File: config.mk
export PLATFORM = sky130hd
export DESIGN_NAME = irq_latch_pend
export DESIGN_NICKNAME = d
export VERILOG_FILES = /design/src/rtl/irq_latch_pkg.sv /design/src/rtl/irq_regbus.sv /design/src/rtl/irq_flag_core.sv /design/src/rtl/irq_latch_pend.sv
export SDC_FILE = /design/constraint.sdc
export NUM_CORES = 1
export LEC_CHECK = 0
export ABC_CLOCK_PERIOD_IN_PS = 800
export CAP_MARGIN = 10
export CORE_AREA = 2 2 39 41
export CTS_BUF_LIST = sky130_fd_sc_hd__clkbuf_8
export DETAILED_ROUTE_END_ITERATION = 8
export DIE_AREA = 0 0 41 43
export DONT_BUFFER_PORTS = 1
export PLACE_DENSITY = 0.41
export SYNTH_ARGS = -nofsm -noshare
export SYNTH_HDL_FRONTEND = slang
export SYNTH_SLANG_ARGS = --single-unit
File: constraint.sdc
create_clock -name clk -period 0.8 [get_ports clk]
set_input_delay 0.04 -clock clk [delete_from_list [all_inputs] [get_ports clk]]
set_output_delay 0.04 -clock clk [all_outputs]
set_load 0.1 [all_outputs]
File: src/rtl/irq_latch_pkg.sv
package irq_latch_pkg;

  typedef enum logic [1:0] {
    SEL_NONE  = 2'd0,
    SEL_STAT  = 2'd1,
    SEL_CLEAR = 2'd2
  } reg_sel_e;

  typedef struct packed {
    logic flag;
    logic pend;
    logic pulse;
  } latch_state_t;

endpackage

File: src/rtl/irq_regbus.sv
module irq_regbus
  import irq_latch_pkg::*;
#(
  parameter int DATA_W     = 16,
  parameter int ADDR_W     = 4,
  parameter int STAT_ADDR  = 0,
  parameter int CLEAR_ADDR = 2
) (
  input  logic              clk,
  input  logic              rst,
  input  logic              wr_en,
  input  logic              rd_en,
  input  logic [ADDR_W-1:0] addr,
  input  logic [DATA_W-1:0] wdata,
  input  logic              flag,
  output logic              clr_hit,
  output logic [DATA_W-1:0] rdata
);

  localparam logic [ADDR_W-1:0] STAT_A  = ADDR_W'(STAT_ADDR);
  localparam logic [ADDR_W-1:0] CLEAR_A = ADDR_W'(CLEAR_ADDR);

  reg_sel_e          sel;
  logic [DATA_W-1:0] rd_word;
  logic [DATA_W-1:0] rdata_q;
  logic              wdata_unused_hi;

  always_comb begin
    if (addr == STAT_A)       sel = SEL_STAT;
    else if (addr == CLEAR_A) sel = SEL_CLEAR;
    else                      sel = SEL_NONE;
  end

  // Only bit 0 of the clear register acts; status writes are dropped.
  assign clr_hit = wr_en && (sel == SEL_CLEAR) && wdata[0];
  assign wdata_unused_hi = ^wdata[DATA_W-1:1];

  // Status word: flag in bit 0, reserved bits forced low.
  for (genvar b = 0; b < DATA_W; b++) begin : g_rd_bit
    if (b == 0) begin : g_flag
      assign rd_word[b] = (sel == SEL_STAT) && flag;
    end else begin : g_rsvd
      assign rd_word[b] = 1'b0;
    end
  end

  always_ff @(posedge clk) begin
    if (rst)        rdata_q <= '0;
    else if (rd_en) rdata_q <= rd_word;
    else            rdata_q <= '0;
  end

  assign rdata = rdata_q;

endmodule

File: src/rtl/irq_flag_core.sv
module irq_flag_core
  import irq_latch_pkg::*;
(
  input  logic clk,
  input  logic rst,
  input  logic evt,
  input  logic clr_hit,
  output logic flag,
  output logic pend,
  output logic pulse
);

  latch_state_t st_q, st_d;
  logic         slot_open;
  logic         have_src;

  // The issue slot is open when no flag is held or it is being cleared.
  assign slot_open = !st_q.flag || clr_hit;
  assign have_src  = st_q.pend || evt;

  always_comb begin
    st_d = st_q;
    st_d.pulse = 1'b0;
    if (slot_open) begin
      if (have_src) begin
        st_d.pulse = 1'b1;
        st_d.flag  = 1'b1;
        // Pending goes out first; a coincident new event takes its place.
        st_d.pend  = st_q.pend && evt;
      end else begin
        st_d.flag  = 1'b0;
      end
    end else if (evt) begin
      st_d.pend = 1'b1;
    end
  end

  always_ff @(posedge clk) begin
    if (rst) st_q <= '0;
    else     st_q <= st_d;
  end

  assign flag  = st_q.flag;
  assign pend  = st_q.pend;
  assign pulse = st_q.pulse;

endmodule

File: src/rtl/irq_latch_pend.sv
module irq_latch_pend #(
  parameter int DATA_W     = 16,
  parameter int ADDR_W     = 4,
  parameter int STAT_ADDR  = 0,
  parameter int CLEAR_ADDR = 2
) (
  input  logic              clk,
  input  logic              rst,
  input  logic              evt_strobe,
  output logic              irq_pulse,
  input  logic              bus_wr_en,
  input  logic              bus_rd_en,
  input  logic [ADDR_W-1:0] bus_addr,
  input  logic [DATA_W-1:0] bus_wdata,
  output logic [DATA_W-1:0] bus_rdata
);

  logic flag_q;
  logic pend_q;
  logic clr_hit;

  irq_regbus #(
    .DATA_W    (DATA_W),
    .ADDR_W    (ADDR_W),
    .STAT_ADDR (STAT_ADDR),
    .CLEAR_ADDR(CLEAR_ADDR)
  ) u_regbus (
    .clk    (clk),
    .rst    (rst),
    .wr_en  (bus_wr_en),
    .rd_en  (bus_rd_en),
    .addr   (bus_addr),
    .wdata  (bus_wdata),
    .flag   (flag_q),
    .clr_hit(clr_hit),
    .rdata  (bus_rdata)
  );

  irq_flag_core u_core (
    .clk    (clk),
    .rst    (rst),
    .evt    (evt_strobe),
    .clr_hit(clr_hit),
    .flag   (flag_q),
    .pend   (pend_q),
    .pulse  (irq_pulse)
  );

endmodule

==> Word-level counts from Yosys, hierarchy flattened <==
Cells that the tools add are included.
{ "totals": {"register_bits": 19, "inputBits": 25, "output_inout_bits": 17, "wordCells": 29} }
{ "classes": {"eq_ne": 4, "muxes": 6, "bitwise_logic": 2, "reduce_logical": 12} }
{ "op_table": {"columns": ["cell", "n"], "rows": [
  ["2-bit 2-to-1 mux", 3],
  ["4-bit by 2-bit equality test with 1-bit output, second input constant", 1],
  ["1-bit logical AND", 4],
  ["4-bit logical NOT", 1],
  ["2-bit OR reduction", 2],
  ["1-bit 2-to-1 mux", 3],
  ["2-bit by 1-bit equality test with 1-bit output, second input constant", 1],
  ["2-bit equality test, second input constant", 1],
  ["1-bit logical OR", 2],
  ["2-bit inequality test, second input constant", 1],
  ["1-bit inverter", 2],
  ["2-bit AND reduction", 1],
  ["2-bit nonzero test", 1],
  ["1-bit logical NOT", 1]
]} }

==> Logic depth before layout (Yosys ltp) <==
{ "depth": {"depth_word": 9, "depth_mapped": 3, "depth_no_buf": 3} }

==> Hierarchy <==
From an unflattened synthesis, not the netlist that was laid out.
{ "unflattened": {"cells_unflattened": 32, "area_unflattened_um2": 284.0} }
{ "modules_own_cells": {"columns": ["mod", "n_inst", "cells_per_inst", "area_per_inst_um2", "seq_area_each_um2"], "rows": [
  ["irq_regbus", 1, 21, 171.4, 20.0],
  ["irq_flag_core", 1, 11, 112.6, 60.1]
]} }

==> Worst setup path after synthesis <==
No wires, ideal clock.
{ "synth_path": {"path_kind": "register to output", "from": "reg u_regbus.rdata_q[0] (netlist: u_regbus.rdata[0])", "to": "out bus_rdata[0]", "t_arrival_ps": 909, "t_required_ps": 760, "slack_ps": -149, "stages_incl_launch_ff": 1, "n_path_buf": 0, "cell_sequence": "dfxtp_1"} }
{ "synth_lines": {"columns": ["element", "line_no", "rtl"], "rows": [
  ["from (decl)", "irq_regbus.sv:25", "logic [DATA_W-1:0] rdata_q;"],
  ["from (signal assigned)", "irq_regbus.sv:49", "else if (rd_en) rdata_q <= rd_word;"],
  ["to (decl)", "irq_latch_pend.sv:15", "output logic [DATA_W-1:0] bus_rdata"]
]} }
No word-level cell between the ends.

==> Worst setup path in the final report <==
{ "layout_path": {"from": "reg u_regbus.rdata_q[0] (netlist: u_regbus.rdata[0])", "to": "out bus_rdata[0]"} }
No word-level cell between the ends.

==> impl_metrics.yaml <==
layout:
  final_cell_mix: "conb_1, clkbuf_8, dlygate4sd3_1"
  final_area_um2: 360.3
  final_core_util_pct: 26.04
  stdcell_count: 56
  finalNetCount: 67
  drive_above_1_share_pct: 25.00
  area_growth_syn_to_layout_pct: 25.76
  num_antenna_cells: 0
  final_common_cell: "conb_1"
cts:
  clk_path_buf_depth: 2
  ctsHtreeMaxLevel: 1
  cts_buffers: 3
  cts_tree: "done"
  clock-root-buffer: "clkbuf_8"
  clk_latency_ns: 0.22
  cts_sinks: 4
  cts-hold-fix-buffers: 3
  clkSlewWorstSetupHoldPaths_ns: 0.03
  cts_setup_buffers: 0
  cts_resized: 0
hold_path:
  worstHoldStart: "evt_strobe"
  holdPathEnd: "u_core.pend"
  min_path_cells: 2
  hp-class: "in -> reg"
power:
  power_mw: 1.036
  power_density_nw_per_um2: 2876
  intPower_mw: 0.5721
  p_leak_nw: 0.1529
  peakVddDrop_mv: 0.7258
  p_switching_mw: 0.4644
  switching_share_pct: 44.81
  comb_power_share_pct: 37.5
  p_clk_share_pct: 41.1
  p_seq_share_pct: 21.3
setup_path:
  startpoint_type: "flip-flop"
  cp_slowest_stage_delay_ns: 0.33
  end_kind: "output pin"
  r2r_slack_ns: 0.08
  rr_startpoint: "u_core.flag"
  cp_top_family: "flip-flops"
  cp_max_fo: 1
  arrival_ns: 0.72
  r2r_end: "u_core.pend"
  critPathKind: "reg -> out"
  reg2reg_depth: 2
  cp_data_required_time_ns: 0.76
  cpMaxStageDelayCell: "dfxtp_2"
  cp.buffers_inverters: 1
  path_cells: "buf_12"
global_route:
  grt_overflow_total: 0
  grt_usage_pct: 6.112
  grt_pass1_vias: 194
  grt_pass1_wl_um: 669
  grt_max_degree: 5
  antenna_found_initial: 0
sta:
  fmax_mhz: 1312
  whs_ns: 0.007206
  maxSlewViolCount: 0
  finalCriticalPeriod_ns: 0.7624
  period_share_pct: 95.29
  setup_violations: 0
  fin_ws_ns: 0.03764
  worst_clock_skew_ns: 0.004426
  timing.final.hold_violations: 0
  tns_ns: 0
  rsz0062_at_grt: "false"
synth:
  yosys.area.top_type: "buf_4"
  synthTopCellsByArea: "buf_4, dfxtp_1, nor4_2"
  syn_inst: 33
  synth_area_per_cell_um2: 8.683
  synthDistinctLibCells: 14
  ys_seq_elements: 4
  synth_area_um2: 286.5
  yosys.area.top_type_share_pct: 39.30
  yosysSeqAreaShare_pct: 27.95
  ys_warn_count: 0
placement:
  dpl.cell_count: 50
  portBuffers: 0
  pre_cts_slack_ns: -0.02762
  dp_hpwl_um: 360.4
  placed_area_um2: 289.0
  place.gp.congestion: 0.5482
outcome:
  status: "finished, final reports clean"
floorplan:
  core_area_um2: 1384
  die_w_um: 41
  io_pins: 42
  die_area_um2: 1763
  rows: 14
  initial_core_util_pct: 20.71
  die_h_um: 43
run:
  maxCapViolCount: 0
detailed_routing:
  detail_route.iter0.violations: 1
  vias_per_cell: 3.696
  firstDrtPassIters: 3
  detail-route-antenna-nets: 0
  post-route-drc-count: 0
  wl_per_cell_um: 8.464
  dr_total_vias: 207
  drt-total-wl_um: 474
==> synth_stat cells <==
| library cell | number |
|---|---|
| o221ai_1 | 1 |
| nand4b_1 | 1 |
| o211ai_1 | 1 |
| conb_1 | 1 |
| nand3_1 | 1 |
| nor4_2 | 1 |
| buf_4 | 15 |
| and2_1 | 1 |
| dfxtp_1 | 4 |
| o21ai_2 | 1 |
| nor2_1 | 2 |
| or3_4 | 1 |
| a21oi_1 | 2 |
| nand2_1 | 1 |
==> how the worst max path moves through the flow <==
stage	end	slack (ns)	start	cells past startpoint
after global placement	u_core.pend	-0.03	bus_addr[0]	3
after global routing	u_regbus.rdata[0]	0.02	rst	2
after detailed placement	u_core.pend	-0.03	bus_addr[0]	3
final	bus_rdata[0]	0.04	u_regbus.rdata[0]	1
after CTS	bus_rdata[0]	0.03	u_regbus.rdata[0]	1
after floorplan	u_core.pend	0.007	bus_addr[0]	3
==> routing by layer <==
layer	vias up	GRT usage [%]	part of all wire [%]
li1	97	-	-
met1	90	5.431	30
met2	18	8.750	48
met3	2	3.665	20
met4	0	6.000	1.7
met5	-	0	0
==> power by group through the flow <==
stage	sequential, mW	combinational (mW)	clock [mW]
CTS	0.221	0.388	0.440
floorplan	0.248	0.387	0
global placement	0.224	0.374	0
detailed placement	0.224	0.373	0
global route	0.223	0.400	0.449
finish	0.221	0.389	0.426
==> final cells by class <==
cell class / instances / area (um2)
sequential: 4 / 82.58
multi-input combinational: 28 / 146.4
tap: 16 / 20.02
fill: 161 / 1023
timing repair buffer: 5 / 70.07
clock buffer: 3 / 41.29
==> cells by family (layout without fill, tap and decap cells) <==
| group | Yosys count | in the layout | share of synthesized area, % |
|---|---|---|---|
| simple gates | 8 | 8 | 19.21 |
| flops | 4 | 4 | 27.95 |
| buf+inv | 15 | 8 | 39.30 |
| compound gates | 5 | 5 | 12.23 |
| other cells | 1 | 15 | 1.309 |
==> sequential cells by signal (all words and copies together), names as in the netlist <==
signal / flops
u_core.flag: 1
u_core.pend: 1
u_core.pulse: 1
u_regbus.rdata: 1
==> worst register-to-register path, stage by stage, from the launching register on <==
cell and delay, ns:
dfxtp_1 0.33, o221ai_1 0.19, a21oi_1 0.08
(Power assumes the default switching activity.)
